[config.mk]
export PLATFORM = sky130hd
export DESIGN_NAME = fp32_trunc_mul
export DESIGN_NICKNAME = d
export VERILOG_FILES = /design/src/rtl/fpm_pkg.sv /design/src/rtl/fpm_sig_stage.sv /design/src/rtl/fpm_pack_stage.sv /design/src/rtl/fp32_trunc_mul.sv
export SDC_FILE = /design/constraint.sdc
export NUM_CORES = 2
export LEC_CHECK = 0
export BUFFER_PORTS_ARGS = -buffer_cell sky130_fd_sc_hd__clkbuf_2
export CAP_MARGIN = 20
export CELL_PAD_IN_SITES_DETAIL_PLACEMENT = 0
export CELL_PAD_IN_SITES_GLOBAL_PLACEMENT = 1
export CORE_MARGIN = 3
export CORE_UTILIZATION = 50
export DETAILED_ROUTE_END_ITERATION = 10
export GPL_TIMING_DRIVEN = 0
export PLACE_DENSITY = 0.87
export SETUP_SLACK_MARGIN = 0.5
export SYNTH_ARGS = -nofsm -noshare
export SYNTH_HDL_FRONTEND = slang
export SYNTH_HIERARCHICAL = 1
export SYNTH_SLANG_ARGS = --single-unit
[constraint.sdc]
create_clock -name clk -period 20.3 [get_ports clk]
set_input_delay 3.045 -clock clk [delete_from_list [all_inputs] [get_ports clk]]
set_output_delay 3.045 -clock clk [all_outputs]
set_load 0.01 [all_outputs]
[src/rtl/fpm_pkg.sv]
package fpm_pkg;
  // default binary32 field widths
  localparam int FPM_EXP_W  = 8;
  localparam int FPM_FRAC_W = 23;

  // outcome of the pack stage
  typedef enum logic [1:0] {
    KIND_NORMAL = 2'd0,
    KIND_ZERO   = 2'd1,
    KIND_FLUSH  = 2'd2,
    KIND_OVF    = 2'd3
  } fpm_kind_e;
endpackage

[src/rtl/fpm_sig_stage.sv]
module fpm_sig_stage
  import fpm_pkg::*;
#(
  parameter int EXP_W  = FPM_EXP_W,
  parameter int FRAC_W = FPM_FRAC_W
) (
  input  logic                    clk,
  input  logic                    rst,
  input  logic                    in_valid,
  input  logic [EXP_W+FRAC_W:0]   op_a,
  input  logic [EXP_W+FRAC_W:0]   op_b,
  output logic                    s1_valid,
  output logic                    s1_sign,
  output logic                    s1_zero,
  output logic signed [EXP_W+1:0] s1_exp,
  output logic [FRAC_W+1:0]       s1_keep
);
  localparam int WORD_W = 1 + EXP_W + FRAC_W;
  localparam int SIG_W  = FRAC_W + 1;
  localparam int PROD_W = 2 * SIG_W;
  localparam int KEEP_W = SIG_W + 1;
  localparam int XE_W   = EXP_W + 2;
  localparam int BIAS   = (1 << (EXP_W - 1)) - 1;

  // operand fields, unpacked the same way for both operands
  logic [WORD_W-1:0] opw   [2];
  logic [EXP_W-1:0]  op_e  [2];
  logic [SIG_W-1:0]  op_m  [2];
  logic              op_s  [2];
  logic              op_z  [2];

  assign opw[0] = op_a;
  assign opw[1] = op_b;

  for (genvar gi = 0; gi < 2; gi++) begin : g_unpack
    assign op_s[gi] = opw[gi][WORD_W-1];
    assign op_e[gi] = opw[gi][WORD_W-2 -: EXP_W];
    assign op_m[gi] = {1'b1, opw[gi][FRAC_W-1:0]};
    assign op_z[gi] = (op_e[gi] == '0);
  end

  // biased exponent sum with one bias removed, wide enough to hold the sign
  function automatic logic signed [XE_W-1:0] f_exp_sum(
    input logic [EXP_W-1:0] ea,
    input logic [EXP_W-1:0] eb
  );
    logic signed [XE_W-1:0] t;
    t = $signed({2'b00, ea}) + $signed({2'b00, eb}) - $signed(XE_W'(BIAS));
    return t;
  endfunction

  // significand product; only the bits either output window can use are kept
  function automatic logic [KEEP_W-1:0] f_sig_keep(
    input logic [SIG_W-1:0] ma,
    input logic [SIG_W-1:0] mb
  );
    logic [PROD_W-1:0] p;
    p = PROD_W'(ma) * PROD_W'(mb);
    return p[PROD_W-1 -: KEEP_W];
  endfunction

  wire                    ev_zero_in = op_z[0] | op_z[1];
  wire                    sign_nx    = op_s[0] ^ op_s[1];
  wire signed [XE_W-1:0]  exp_nx     = f_exp_sum(op_e[0], op_e[1]);
  wire [KEEP_W-1:0]       keep_nx    = f_sig_keep(op_m[0], op_m[1]);

  always_ff @(posedge clk) begin
    if (rst) begin
      s1_valid <= 1'b0;
      s1_sign  <= 1'b0;
      s1_zero  <= 1'b0;
      s1_exp   <= '0;
      s1_keep  <= '0;
    end else begin
      s1_valid <= in_valid;
      if (in_valid) begin
        s1_sign <= sign_nx;
        s1_zero <= ev_zero_in;
        s1_exp  <= exp_nx;
        s1_keep <= keep_nx;
      end
    end
  end

  // an operand with a zero exponent field marks the staged pair as zero
  a_r5_zero_mark: assert property (@(posedge clk) disable iff (rst)
    (in_valid && ev_zero_in) |=> s1_zero);

  // with both hidden ones set the kept product always has a one in its top two bits
  a_r3_lead_one: assert property (@(posedge clk) disable iff (rst)
    in_valid |=> (s1_keep[KEEP_W-1] | s1_keep[KEEP_W-2]));
endmodule

[src/rtl/fpm_pack_stage.sv]
module fpm_pack_stage
  import fpm_pkg::*;
#(
  parameter int EXP_W  = FPM_EXP_W,
  parameter int FRAC_W = FPM_FRAC_W
) (
  input  logic                    clk,
  input  logic                    rst,
  input  logic                    s1_valid,
  input  logic                    s1_sign,
  input  logic                    s1_zero,
  input  logic signed [EXP_W+1:0] s1_exp,
  input  logic [FRAC_W+1:0]       s1_keep,
  output logic                    out_valid,
  output logic [EXP_W+FRAC_W:0]   out_result,
  output logic                    out_ovf
);
  localparam int WORD_W = 1 + EXP_W + FRAC_W;
  localparam int KEEP_W = FRAC_W + 2;
  localparam int XE_W   = EXP_W + 2;
  localparam int EMAX   = (1 << EXP_W) - 1;

  // exponent after the normalisation step
  function automatic logic signed [XE_W-1:0] f_adj_exp(
    input logic signed [XE_W-1:0] e,
    input logic                   top
  );
    return e + $signed(XE_W'(top));
  endfunction

  // fraction window chosen by the top product bit, low bits dropped
  function automatic logic [FRAC_W-1:0] f_frac(
    input logic [KEEP_W-1:0] k,
    input logic              top
  );
    return top ? k[KEEP_W-2 -: FRAC_W] : k[KEEP_W-3 -: FRAC_W];
  endfunction

  // priority: zero operand, then overflow, then flush
  function automatic fpm_kind_e f_kind(
    input logic                   zero,
    input logic signed [XE_W-1:0] e
  );
    if (zero)                            return KIND_ZERO;
    if (e > $signed(XE_W'(EMAX)))        return KIND_OVF;
    if (e < $signed(XE_W'(1)))           return KIND_FLUSH;
    return KIND_NORMAL;
  endfunction

  wire                   ev_top   = s1_keep[KEEP_W-1];
  wire signed [XE_W-1:0] adj_exp  = f_adj_exp(s1_exp, ev_top);
  wire [FRAC_W-1:0]      frac_sel = f_frac(s1_keep, ev_top);
  fpm_kind_e             kind;
  assign kind = f_kind(s1_zero, adj_exp);
  wire                   ev_ovf   = (kind == KIND_OVF);
  wire                   ev_flush = (kind == KIND_FLUSH) | (kind == KIND_ZERO);

  logic [WORD_W-1:0] word_nx;
  always_comb begin
    unique case (kind)
      KIND_NORMAL: word_nx = {s1_sign, adj_exp[EXP_W-1:0], frac_sel};
      KIND_OVF:    word_nx = {s1_sign, {(WORD_W-1){1'b1}}};
      default:     word_nx = {s1_sign, {(WORD_W-1){1'b0}}};
    endcase
  end

  always_ff @(posedge clk) begin
    if (rst) begin
      out_valid  <= 1'b0;
      out_result <= '0;
      out_ovf    <= 1'b0;
    end else begin
      out_valid <= s1_valid;
      if (s1_valid) begin
        out_result <= word_nx;
        out_ovf    <= ev_ovf;
      end
    end
  end

  // staged sign reaches the result bit unchanged
  a_r1_sign: assert property (@(posedge clk) disable iff (rst)
    s1_valid |=> (out_result[WORD_W-1] == $past(s1_sign)));

  // top bit set on a normal result selects the upper window
  a_r3_window: assert property (@(posedge clk) disable iff (rst)
    (s1_valid && ev_top && kind == KIND_NORMAL)
      |=> (out_result[FRAC_W-1:0] == $past(s1_keep[KEEP_W-2:1])));

  // the overflow flag comes only with a saturated magnitude
  a_r4_saturate: assert property (@(posedge clk) disable iff (rst)
    out_ovf |-> (out_result[WORD_W-2:0] == {(WORD_W-1){1'b1}}));

  // a zero operand never raises overflow
  a_r5_no_ovf: assert property (@(posedge clk) disable iff (rst)
    (s1_valid && s1_zero) |=> (!out_ovf && out_result[WORD_W-2:0] == '0));

  // an exponent below one flushes to a signed zero
  a_r6_flush: assert property (@(posedge clk) disable iff (rst)
    (s1_valid && ev_flush) |=> (!out_ovf && out_result[WORD_W-2:0] == '0));
endmodule

[src/rtl/fp32_trunc_mul.sv]
module fp32_trunc_mul
  import fpm_pkg::*;
#(
  parameter int EXP_W  = FPM_EXP_W,
  parameter int FRAC_W = FPM_FRAC_W
) (
  input  logic                  clk,
  input  logic                  rst,
  input  logic                  in_valid,
  input  logic [EXP_W+FRAC_W:0] op_a,
  input  logic [EXP_W+FRAC_W:0] op_b,
  output logic                  out_valid,
  output logic [EXP_W+FRAC_W:0] out_result,
  output logic                  out_ovf
);
  localparam int XE_W   = EXP_W + 2;
  localparam int KEEP_W = FRAC_W + 2;

  logic                   s1_valid;
  logic                   s1_sign;
  logic                   s1_zero;
  logic signed [XE_W-1:0] s1_exp;
  logic [KEEP_W-1:0]      s1_keep;

  fpm_sig_stage #(.EXP_W(EXP_W), .FRAC_W(FRAC_W)) u_sig (
    .clk      (clk),
    .rst      (rst),
    .in_valid (in_valid),
    .op_a     (op_a),
    .op_b     (op_b),
    .s1_valid (s1_valid),
    .s1_sign  (s1_sign),
    .s1_zero  (s1_zero),
    .s1_exp   (s1_exp),
    .s1_keep  (s1_keep)
  );

  fpm_pack_stage #(.EXP_W(EXP_W), .FRAC_W(FRAC_W)) u_pack (
    .clk        (clk),
    .rst        (rst),
    .s1_valid   (s1_valid),
    .s1_sign    (s1_sign),
    .s1_zero    (s1_zero),
    .s1_exp     (s1_exp),
    .s1_keep    (s1_keep),
    .out_valid  (out_valid),
    .out_result (out_result),
    .out_ovf    (out_ovf)
  );

  // set after the first clock out of reset, so $past never reaches into reset
  logic past_ok;
  always_ff @(posedge clk) begin
    if (rst) past_ok <= 1'b0;
    else     past_ok <= 1'b1;
  end

  // each stage passes valid on after exactly one clock
  a_r7_stage1: assert property (@(posedge clk) disable iff (rst || !past_ok)
    s1_valid == $past(in_valid));
  a_r7_stage2: assert property (@(posedge clk) disable iff (rst || !past_ok)
    out_valid == $past(s1_valid));

  // outputs stay quiet while reset is held
  a_r8_reset_quiet: assert property (@(posedge clk)
    $past(rst) |-> (!out_valid && !out_ovf && out_result == '0));
endmodule

==> metrics.txt <==
Setup Viol. Count Final=0; post-CTS setup buffers=0; area leader, netlist=fa_1; xor/xnor cell area share of the yosys netlist=1.45%; RD Place Congestion=1.03; Async S/R FF share, synth=0%; post-synthesis compound-gate area fraction=6.41%; total number of vias=16900; WS Path Type=in -> reg; CTS tree=done; core area=0.0424 mm²; Die X=214 µm; Remaining DRCs=0; status=finished, final reports clean; Seq/Total Area, Yosys=6.63%; cell with the most instances after synthesis=inv_1; slew margin rel.=28.3%; Setup Skew=0.00426 ns; synth unique cells=63; Post-Synth Simple-Gate Area=15.6%; clock latency on the worst-skew pair=0.33 ns; worst hold slack=0.466 ns; Row Count=75; pin count of the biggest net entering global routing=12; CTS Buf Count=9; Main synth FF type=dfxtp_1; clk buf depth=2; layout cells sized above 1=5.79%; max frequency=0.0922 GHz; drt wl/cell=21.2 µm; RSZ-0062 raised after global routing=no; Net Count, Synth=3185; count of flip-flops with a built-in enable after synthesis=0; Final HPWL DP=55.5 mm; number of H-tree levels=3; first-pass GRT wire length=105 mm; # diodes=0; Worst Setup Start Kind=input port; mux share of post-synthesis cell area=2.16%; Die Y=214 µm; Fin. Hold Viols=0; Initial Util=51.2%; antenna-violating nets left=0; ranking of synthesized cells by area=fa_1 (44%), ha_1 (11%), inv_1 (10%); Mapped Area=0.0217 mm²; MaxCap Viol Count=0; CP max FO=10; GRT Util Overall=29.8%; post-CTS resize count=0; HP Class=reg -> reg; worst slew pin tran=1.08 ns; Setup TNS=0 ns; vias in the first global route=18300; top cell type's share of synthesized area=44.4%; Req. time, crit path=20.53 ns; die area=0.0460 mm²; synthesized area per cell=8.88 µm²; Post-synth top cells=inv_1 (597), fa_1 (482), nand2_1 (289); combinational family with the most area after synthesis=adder cells; total gr overflow=0; Synth Area in Adders=55.2%; P&R area growth vs syn=6.97%; dpl ws=9.28 ns; root buf cell=clkbuf_16; Final WS setup=9.46 ns; IO Pins=101; post-layout minimum cycle time=10.84 ns; FF+latch count, synth=72; synthesized instance count=2448; Arr. time, crit path=11.07 ns; Synth Warn #=6; routed wire length=66.6 mm; final net count=3290; 1st-iter DRT viols=1275; hold buffers post-CTS=0; Slew Limit Fails=0; post-route clock period utilization=53.4%; initial antenna violation count=2; # port buffers=94; vias per cell=5.38; Pre-antenna DRT Iters=6; Worst-path clk slew=0.06 ns; critical path endpoint category=register; Clock Sinks=72
-- metrics by stage --
step           area (µm²)  instances  utilization, %
3_5_place_dp        22900       3119            54.0
4_1_cts             23200       3134            54.8
2_1_floorplan       21700       2448               -
6_report            23200       3134            54.8
3_3_place_gp        22900       3119            54.0
5_1_grt             23200       3134            54.8
-- layout by cell type (no fill, tap or decap), types with 4 or more instances in the layout --
cell type / synthesis / layout
inv_1: 597 / 597
fa_1: 482 / 482
nand2_1: 289 / 289
and2_1: 239 / 239
ha_1: 188 / 188
nor2_1: 113 / 113
clkbuf_1: 106 / 107
clkbuf_2: 0 / 94
a21oi_1: 77 / 77
dfxtp_1: 72 / 72
o21ai_0: 28 / 28
a2bb2oi_1: 24 / 24
mux2_2: 23 / 23
xnor2_1: 22 / 22
mux2i_1: 21 / 21
a21o_1: 18 / 18
xor2_1: 14 / 14
nand2b_1: 10 / 10
clkbuf_16: 0 / 9
a211oi_1: 9 / 9
o21bai_1: 9 / 9
nand3_1: 8 / 8
nand4_1: 8 / 8
nor3_1: 7 / 7
nor4_1: 6 / 6
a31oi_1: 6 / 6
o22ai_1: 5 / 5
buf_2: 4 / 4
and3_1: 4 / 4
buf_1: 4 / 4
-- kinds of logic after synthesis --
| family | Yosys count |
|---|---|
| buffers and inverters | 717 |
| AND/OR/NAND/NOR | 701 |
| adder cells (fa/ha/maj) | 670 |
| AO/OA/AOI/OAI | 208 |
| flip-flops | 72 |
| multiplexers | 44 |
| XOR/XNOR | 36 |
-- per-layer routing --
layer  vias up  global-route usage (%)  share of wire (%)
met5         -                       0              0.024
met4         2                    14.4                6.2
met2       815                    46.9                 44
met3       189                    7.98                 11
met1      8394                    38.3                 39
li1       7468                       -                  -
-- cell type report --
cell class              count  area, µm²
fillers                  3961      19200
multi-input cells        1659      17600
inverters                 599       2250
flip-flops and latches     72       1440
well taps                 577        722
repair buffers             94        470
plain buffers             118        470
clock buffers              12        256
clock inverters             3       65.1
-- path summary, 6_finish.rpt --
kind | start | end | slack [ns] | cells past startpoint
max | op_a[8] | u_sig/s1_keep[22] | 9.46 | 25
min | u_sig/s1_keep[23] | u_sig/s1_keep[23] | 0.47 | 1
max reg2reg | u_sig/s1_keep[24] | u_pack/out_result[11] | 17.02 | 12
min reg2reg | u_sig/s1_keep[23] | u_sig/s1_keep[23] | 0.47 | 1
-- sequential cells by signal (all words and copies together) (netlist names) --
name,flops
u_pack/out_result,32
u_pack/out_valid,1
u_sig/s1_zero,1
u_sig/s1_sign,1
u_sig/s1_keep,25
u_pack/out_ovf,1
u_sig/s1_valid,1
u_sig/s1_exp,10
-- worst max-delay path, stage by stage --
cell and delay (ns):
clkbuf_1 0.67, inv_1 0.59, nor2_1 0.27, fa_1 0.47, fa_1 0.52, inv_1 0.05, fa_1 0.47, inv_1 0.06
fa_1 0.50, inv_1 0.06, fa_1 0.55, inv_1 0.07, fa_1 0.48, inv_1 0.06, fa_1 0.57, inv_1 0.06
ha_1 0.31, nand4_1 0.20, or4_1 0.57, o211ai_4 0.29, a31oi_4 0.19, o21ai_4 0.25, a31oi_1 0.16, or4b_1 0.48
o311ai_1 0.10
Power is left out: the tool's default activity adds up to more than one toggle a clock period on the data nets, which glitch-free logic cannot reach.
